$ cat src/rtl/aal1_cell_pkg.sv
package aal1_cell_pkg;

  typedef enum logic [1:0] {
    ST_IDLE  = 2'd0,
    ST_PTR   = 2'd1,
    ST_FETCH = 2'd2,
    ST_WAIT  = 2'd3
  } cellState_e;

  // strobes from control to datapath
  typedef struct packed {
    logic startCell;
    logic emitPtr;
    logic issueReq;
    logic takeData;
    logic lastByte;
  } cellStrobe_t;

endpackage

$ cat src/rtl/aal1_cell_ctrl.sv
module aal1_cell_ctrl
  import aal1_cell_pkg::*;
#(
  parameter int SEQ_W         = 3,
  parameter int SEL_W         = 4,
  parameter int PAYLOAD_BYTES = 47
) (
  input  logic              clk,
  input  logic              rst_n,
  input  logic              cellStart,
  input  logic [SEL_W-1:0]  ptrSelect,
  input  logic              memValid,
  output cellStrobe_t       strobe,
  output logic              busy,
  output logic [SEQ_W-1:0]  seqNum
);

  localparam int REM_W  = $clog2(PAYLOAD_BYTES + 1);
  localparam int PAIR_W = (SEQ_W > 1) ? SEQ_W - 1 : 1;

  cellState_e        state, stateNext;
  logic [REM_W-1:0]  remain;
  logic [SEQ_W-1:0]  seqCnt;
  logic [PAIR_W-1:0] pairIdx;
  logic              selBit;
  logic              wantPtr;

  // even cells 0,2,4,6 map to select bits from MSB down
  assign pairIdx = seqCnt[SEQ_W-1:1];

  always_comb begin
    selBit = 1'b0;
    for (int k = 0; k < SEL_W; k++) begin
      if (pairIdx == PAIR_W'(k)) selBit = ptrSelect[SEL_W-1-k];
    end
  end

  assign wantPtr = ~seqCnt[0] & selBit;

  always_comb begin
    strobe    = '0;
    stateNext = state;
    unique case (state)
      ST_IDLE: begin
        if (cellStart) begin
          strobe.startCell = 1'b1;
          stateNext        = wantPtr ? ST_PTR : ST_FETCH;
        end
      end
      ST_PTR: begin
        strobe.emitPtr = 1'b1;
        stateNext      = ST_FETCH;
      end
      ST_FETCH: begin
        strobe.issueReq = 1'b1;
        stateNext       = ST_WAIT;
      end
      ST_WAIT: begin
        if (memValid) begin
          strobe.takeData = 1'b1;
          strobe.lastByte = (remain == REM_W'(1));
          stateNext       = (remain == REM_W'(1)) ? ST_IDLE : ST_FETCH;
        end
      end
      default: stateNext = ST_IDLE;
    endcase
  end

  always_ff @(posedge clk or negedge rst_n) begin
    if (!rst_n) begin
      state  <= ST_IDLE;
      remain <= '0;
      seqCnt <= '0;
    end else begin
      state <= stateNext;
      if (strobe.startCell) begin
        remain <= REM_W'(PAYLOAD_BYTES);
      end else if (strobe.emitPtr || strobe.takeData) begin
        remain <= remain - REM_W'(1);
      end
      if (strobe.lastByte) seqCnt <= seqCnt + SEQ_W'(1);
    end
  end

  assign busy   = (state != ST_IDLE);
  assign seqNum = seqCnt;

endmodule

$ cat src/rtl/aal1_cell_datapath.sv
module aal1_cell_datapath
  import aal1_cell_pkg::*;
#(
  parameter int ENTRY_W   = 7,
  parameter int BUF_BYTES = 64,
  parameter int DATA_W    = 8
) (
  input  logic                                   clk,
  input  logic                                   rst_n,
  input  cellStrobe_t                            strobe,
  input  logic [ENTRY_W-1:0]                     firstEntry,
  input  logic [ENTRY_W-1:0]                     lastEntry,
  input  logic [DATA_W-1:0]                      ptrValue,
  input  logic [DATA_W-1:0]                      memData,
  output logic                                   memReq,
  output logic [ENTRY_W+$clog2(BUF_BYTES)-1:0]   memAddr,
  output logic                                   outValid,
  output logic [DATA_W-1:0]                      outData,
  output logic                                   outPtr,
  output logic                                   outLast,
  output logic [ENTRY_W-1:0]                     curEntry
);

  localparam int PTR_W       = $clog2(BUF_BYTES);
  localparam int NUM_ENTRIES = 1 << ENTRY_W;

  logic [PTR_W-1:0]   rdPtr [NUM_ENTRIES];
  logic [ENTRY_W-1:0] entryReg;
  logic               walkStarted;
  logic [ENTRY_W-1:0] entryNext;

  assign entryNext = (entryReg == lastEntry) ? firstEntry : entryReg + ENTRY_W'(1);

  // entry walk: first cell after reset loads the first entry
  always_ff @(posedge clk or negedge rst_n) begin
    if (!rst_n) begin
      entryReg    <= '0;
      walkStarted <= 1'b0;
    end else begin
      if (strobe.startCell && !walkStarted) begin
        entryReg    <= firstEntry;
        walkStarted <= 1'b1;
      end else if (strobe.takeData) begin
        entryReg <= entryNext;
      end
    end
  end

  // one circular read index per channel entry
  for (genvar e = 0; e < NUM_ENTRIES; e++) begin : g_chan
    always_ff @(posedge clk or negedge rst_n) begin
      if (!rst_n) begin
        rdPtr[e] <= '0;
      end else if (strobe.takeData && entryReg == ENTRY_W'(e)) begin
        rdPtr[e] <= rdPtr[e] + PTR_W'(1);
      end
    end
  end

  assign memReq  = strobe.issueReq;
  assign memAddr = {entryReg, rdPtr[entryReg]};

  always_ff @(posedge clk or negedge rst_n) begin
    if (!rst_n) begin
      outValid <= 1'b0;
      outData  <= '0;
      outPtr   <= 1'b0;
      outLast  <= 1'b0;
    end else begin
      outValid <= strobe.emitPtr | strobe.takeData;
      outPtr   <= strobe.emitPtr;
      outLast  <= strobe.takeData & strobe.lastByte;
      if (strobe.emitPtr) begin
        outData <= ptrValue;
      end else if (strobe.takeData) begin
        outData <= memData;
      end
    end
  end

  assign curEntry = entryReg;

endmodule

$ cat src/rtl/aal1_cell_builder.sv
module aal1_cell_builder
  import aal1_cell_pkg::*;
#(
  parameter int ENTRY_W       = 7,
  parameter int BUF_BYTES     = 64,
  parameter int DATA_W        = 8,
  parameter int SEQ_W         = 3,
  parameter int PAYLOAD_BYTES = 47,
  localparam int SEL_W        = (1 << SEQ_W) / 2,
  localparam int ADDR_W       = ENTRY_W + $clog2(BUF_BYTES)
) (
  input  logic               clk,
  input  logic               rst_n,
  input  logic               cellStart,
  input  logic [SEL_W-1:0]   ptrSelect,
  input  logic [DATA_W-1:0]  ptrValue,
  input  logic [ENTRY_W-1:0] firstEntry,
  input  logic [ENTRY_W-1:0] lastEntry,
  output logic               memReq,
  output logic [ADDR_W-1:0]  memAddr,
  input  logic               memValid,
  input  logic [DATA_W-1:0]  memData,
  output logic               outValid,
  output logic [DATA_W-1:0]  outData,
  output logic               outPtr,
  output logic               outLast,
  output logic               busy,
  output logic [SEQ_W-1:0]   seqNum,
  output logic [ENTRY_W-1:0] curEntry
);

  cellStrobe_t strobe;

  aal1_cell_ctrl #(
    .SEQ_W(SEQ_W), .SEL_W(SEL_W), .PAYLOAD_BYTES(PAYLOAD_BYTES)
  ) u_ctrl (
    .clk(clk), .rst_n(rst_n), .cellStart(cellStart), .ptrSelect(ptrSelect),
    .memValid(memValid), .strobe(strobe), .busy(busy), .seqNum(seqNum)
  );

  aal1_cell_datapath #(
    .ENTRY_W(ENTRY_W), .BUF_BYTES(BUF_BYTES), .DATA_W(DATA_W)
  ) u_dp (
    .clk(clk), .rst_n(rst_n), .strobe(strobe), .firstEntry(firstEntry),
    .lastEntry(lastEntry), .ptrValue(ptrValue), .memData(memData),
    .memReq(memReq), .memAddr(memAddr), .outValid(outValid), .outData(outData),
    .outPtr(outPtr), .outLast(outLast), .curEntry(curEntry)
  );

endmodule

$ cat config.mk
export PLATFORM = sky130hd
export DESIGN_NAME = aal1_cell_builder
export DESIGN_NICKNAME = d
export VERILOG_FILES = /design/src/rtl/aal1_cell_pkg.sv /design/src/rtl/aal1_cell_ctrl.sv /design/src/rtl/aal1_cell_datapath.sv /design/src/rtl/aal1_cell_builder.sv
export SDC_FILE = /design/constraint.sdc
export NUM_CORES = 2
export LEC_CHECK = 0
export BUFFER_PORTS_ARGS = -buffer_cell sky130_fd_sc_hd__buf_4
export CORE_ASPECT_RATIO = 1.1
export CORE_MARGIN = 3
export CORE_UTILIZATION = 55
export DETAILED_ROUTE_END_ITERATION = 10
export PLACE_DENSITY_LB_ADDON = 0.15
export REMOVE_ABC_BUFFERS = 1
export SYNTH_ARGS = -nofsm -noshare
export SYNTH_HDL_FRONTEND = slang
export SYNTH_SLANG_ARGS = --single-unit
export TNS_END_PERCENT = 50
$ cat constraint.sdc
create_clock -name clk -period 3.42 [get_ports clk]
set_input_delay 0.855 -clock clk [delete_from_list [all_inputs] [get_ports clk]]
set_output_delay 0.855 -clock clk [all_outputs]
set_load 0.005 [all_outputs]
# Word-level counts from Yosys, hierarchy flattened
# Index checks and enable logic that the tools add are counted.
[word_totals]
reg_bits = 798
latch_bits = 0
mem_bits_rw = 0
rom_bits = 0
in_bits = 38
output_inout_bits = 36
word_cells = 575
n_memories = 0
[classes]
n_addsub = 131
n_mul = 0
div_mod_pow = 0
magnitude_cmp = 1
n_eq_ne = 137
shift = 0
n_mux = 25
bitwise = 5
reduce_logical = 139
[ops]
columns = ["op", "count"]
rows = [
  ["6-bit by 1-bit adder with 6-bit output, second input constant", 128],
  ["7-bit equality test, second input constant", 64],
  ["7-bit by 6-bit equality test with 1-bit output, second input constant", 32],
  ["1-bit logical AND", 129],
  ["7-bit by 5-bit equality test with 1-bit output, second input constant", 16],
  ["7-bit by 4-bit equality test with 1-bit output, second input constant", 8],
  ["6-bit binary-select mux with 7-bit select", 1],
  ["7-bit by 3-bit equality test with 1-bit output, second input constant", 4],
  ["6-bit 2-to-1 mux", 4],
  ["7-bit 2-to-1 mux", 3],
  ["8-bit 2-to-1 mux", 2],
  ["7-bit by 2-bit equality test with 1-bit output, second input constant", 2],
  ["2-bit 2-to-1 mux", 6],
  ["2-bit equality test, second input constant", 4],
  ["8-bit greater-or-equal comparator, second input constant", 1],
  ["1-bit 2-to-1 mux", 8],
  ["7-bit NOT with 8-bit output", 1],
  ["2-bit one-hot mux with 4 select lines", 1],
  ["2-bit nonzero test", 4],
  ["7-bit by 1-bit adder with 7-bit output, second input constant", 1],
  ["7-bit by 1-bit equality test with 1-bit output, second input constant", 1],
  ["7-bit equality test", 1],
  ["7-bit logical NOT", 1],
  ["6-bit by 1-bit equality test with 1-bit output, second input constant", 1],
  ["other kinds (11)", 15],
]

# Longest topological paths before layout
[logic_depth]
depth_word = 9
ltp_mapped = 14
mapped_depth_nobuf = 8

# Cells and area by module
# Synthesis repeated with hierarchy kept, for this count alone.
[hier_totals]
cells_unflattened = 3124
hier_area_um2 = 41013.1
[modules_own_cells]
columns = ["mod", "n_inst", "cells_per_inst", "area_each_um2", "seq_area_each_um2"]
rows = [
  ["aal1_cell_datapath", 1, 3061, 40372.5, 19693.9],
  ["aal1_cell_ctrl", 1, 63, 640.6, 275.3],
]

# Least setup slack after synthesis
# OpenSTA, ideal clock, no wires.
[synth_timing]
path_kind = "reg2out"
startpoint = "register u_dp.entryReg[1] (netlist: u_dp.curEntry[1])"
endpoint = "output port memAddr[2]"
arrival_time_ns = 2.060
t_required_ns = 2.565
path_slack_ns = 0.505
path_stages_with_launch = 9
path_buffers = 2
cell_sequence = "dfrtp_1 > buf_6 > buf_8 > mux4_1 > mux2i_1 > o22ai_1 > or4_1 > a21oi_1 > a21oi_1"
[synth_via]
elab_chain_cells = 4
[synth_lines]
columns = ["element", "line", "source"]
rows = [
  ["start, declared", "aal1_cell_datapath.sv:28", "logic [ENTRY_W-1:0] entryReg;"],
  ["start signal, assigned", "aal1_cell_datapath.sv:41", "entryReg <= firstEntry;"],
  ["start signal, assigned", "aal1_cell_datapath.sv:44", "entryReg <= entryNext;"],
  ["7-bit NOT with 8-bit output (implied by the code)", "aal1_cell_datapath.sv:61", "assign memAddr = {entryReg, rdPtr[entryReg]};"],
  ["6-bit binary-select mux with 7-bit select", "aal1_cell_datapath.sv:61", ""],
  ["6-bit 2-to-1 mux (implied by the code) (2 in a row)", "aal1_cell_datapath.sv:61", ""],
  ["end, declared", "aal1_cell_builder.sv:20", "output logic [ADDR_W-1:0] memAddr,"],
]
# Every way passes these cells. The select of a mux whose other input is x is not followed.

# Final worst setup path
[layout_timing]
startpoint = "register u_dp.entryReg[1] (netlist: u_dp.curEntry[1])"
endpoint = "output port memAddr[5]"
# The elaborated chain is that of the path after synthesis.

==> qor.txt <==
status: complete, but fails checks
failing checks: negative setup slack
Final Cycle Share: 1.20
Core Region: 72,200 sq um
Die W: 264 um
WS Path Type: reg -> out
Residual DRC: 0
antenna viol nets, final: 0
Area growth, synth to finish: 17.2%
Commonest cells post-synth: dfrtp_1 (798), xnor2_1 (401), nand2_1 (259)
Netlist cell types: 60
Tmin final: 4100 ps
Sequential cell area: 20,000 sq um
GR Overflow Total: 0
Die Footprint: 76,600 sq um
unrepaired setup endpoints after global routing: true
CP required: 2560 ps
Ys Warns: 0
Hold Vio Cnt, Final: 0
initial drt markers: 2,280
Post-synth EDFFs: 0
Worst-Margin Slew: 1130 ps
Filler Cell Count: 5,400
P_sw: 0.0106 W
routed vias: 27,628
placed instance count: 4,362
CTS max path bufs: 3
# rows: 103
Synth top area share: 0.495
sequential share of the synthesized area: 0.495
Post-Layout Cell Count: 4,532
worst skew pair latency: 650 ps
io pins: 74
synthesized flop and latch total: 798
Synth area leaders: dfrtp_1 (50%), xnor2_1 (8.7%), mux4_2 (6.9%), xor2_1 (5.5%), ha_1 (4.2%)
Clock Power Share: 0.301
clk root buf: clkbuf_16
switching share of power: 0.340
Setup TNS Final: -3850 ps
Total Wirelength: 112 mm
largest net degree at the start of global routing: 87
Post-Syn Area: 40,300 sq um
final setup violating endpoints: 6
initial antenna violation count: 0
RR Endpoint: u_dp.rdPtr[527]
worst hold-check path type: in -> async
Pre-Repair DR Iteration Count: 5
H-tree levels: 3
GRT Util Overall: 0.293
Routed wire per std cell: 24.8 um
prevailing post-synth register cell: dfrtp_1
relative slew slack: 0.247
Worst Setup Start Kind: flop
Yosys top cell by area: dfrtp_1
Internal Power: 0.0206 W
via density per instance: 6.10
CTS Hold Bufs: 0
R2R setup slack: 150 ps
ANT cells: 0
maximum clock rate: 0.244 GHz
Critical Path Fanout Max: 5
GPL Wtd Cong: 0.922
top-count cell post-synth: dfrtp_1
Synth async-reset ratio: 1.00
worst-case clock skew: 30.1 ps
power density cells: 661 nW/um^2
first-pass GRT wire length: 173 mm
path depth of the worst reg2reg path: 13
fin. max-slew vios: 0
layout net count: 3,702
LEAKAGE: 22.7 nW
Syn Inst Count: 3,184
# port buffers: 73
Worst VDD drop: 416 uV
Reg-to-Reg Start: u_dp.curEntry[0]
CP endpoint kind: output port
Die Y-Extent: 290 um
vias in the first global route: 28,625
Inserted Clock Buffers: 84
Max Cap Viol: 0
Reg clk slew, reported paths: 60 ps
Sequential Power Share: 0.365
Num Clock Sinks: 798
Gate power share: 0.334
multi-input logic area: 19,800 sq um
Initial Util: 0.559
Final HPWL DP: 81.9 mm
CTS tree: done
Avg Inst Size Synth: 12.7 sq um
share of cells above drive strength 1: 0.246
critical path arrival: 3240 ps
PnR worst setup slack: -679 ps
worst max-delay path: stages, from the launching register on:
cell and delay, ps:
dfrtp_4 520, buf_12 170, buf_12 140, buf_6 110, mux4_2 400, mux4_2 530, o21ai_4 240, or3_4 180
a32oi_4 150, buf_6 170
cells in the final DEF, fill, tap and decap left out, drive strengths merged, types with 134 or more instances in the layout:
cell and n:
dfrtp 798, nor2 192, mux4 142, ha 135, xnor2 401, nand4 193
mux2 134, xor2 253, nand2 268, buf 362, mux2i 140
worst max path at each step:
stage | startpoint | end | slack, ps | cells past startpoint
floorplan | u_dp.curEntry[1] | memAddr[5] | -5740 | 5
global placement | u_dp.curEntry[1] | memAddr[2] | -280 | 9
detailed placement | u_dp.curEntry[1] | memAddr[2] | -280 | 9
CTS | u_dp.curEntry[1] | memAddr[4] | -670 | 9
global route | u_dp.curEntry[1] | memAddr[3] | -720 | 11
finish | u_dp.curEntry[1] | memAddr[5] | -680 | 9
through the flow:
step	setup WS [ps]	total power, W	instance area [sq um]	util	hold slack [ps]
3_5_place_dp	-281	0.0207	43600	0.605	453
6_report	-679	0.0312	47200	0.654	222
2_1_floorplan	-5740	0.0156	39500	-	436
5_1_grt	-717	0.0324	47200	0.654	247
3_3_place_gp	-280	0.0204	43600	0.605	454
4_1_cts	-670	0.0305	46700	0.647	224
cell type report:
type / instances / area share
well taps: 945 / 0.0250
clock inverters: 23 / 0.00691
multi-input cells: 2267 / 0.419
flip-flops and latches: 798 / 0.423
inverters: 11 / 0.000874
repair buffers: 367 / 0.0724
clock buffers: 121 / 0.0526
registers in the layout (all words and copies together) (netlist names):
name,flops
u_dp.outData,8
u_dp.walkStarted,1
u_dp.rdPtr,768
u_dp.outValid,1
u_ctrl.state,2
u_dp.outPtr,1
u_ctrl.seqNum,3
u_dp.curEntry,7
u_dp.outLast,1
u_ctrl.remain,6
repair_timing:
| action | CTS | global route |
|---|---|---|
| endpoints found under the setup margin | 6 | 13 |
| gates cloned | 2 | 4 |
| setup buffers | 5 | 18 |
| gates resized for setup | 38 | 54 |
| pin swaps | 2 | 9 |
power by group through the flow:
stage / combinational, W / clock, W / sequential [W]
after floorplan: 0.00380 / 0 / 0.0118
after CTS: 0.00958 / 0.00954 / 0.0114
after global placement: 0.00889 / 0 / 0.0115
after global routing: 0.0110 / 0.00995 / 0.0115
after detailed placement: 0.00909 / 0 / 0.0116
final: 0.0104 / 0.00941 / 0.0114
metal layers:
metal / global-route usage / share of wire / routed length [um] / vias to the layer above
li1: - / - / - / 12203
met1: 0.395 / 0.42 / 46700 / 14230
met2: 0.471 / 0.47 / 53000 / 970
met3: 0.0505 / 0.067 / 7490 / 225
met4: 0.125 / 0.047 / 5240 / 0
met5: 0 / 0 / 0 / -
cell families after synthesis:
kind of cell    synth area share
simple gates               0.119
xor+xnor                   0.142
fa+ha+maj                 0.0419
mux                        0.153
compound gates            0.0273
flops                      0.495
buf+inv                   0.0207
No activity file was read; power rests on OpenSTA's default activity.
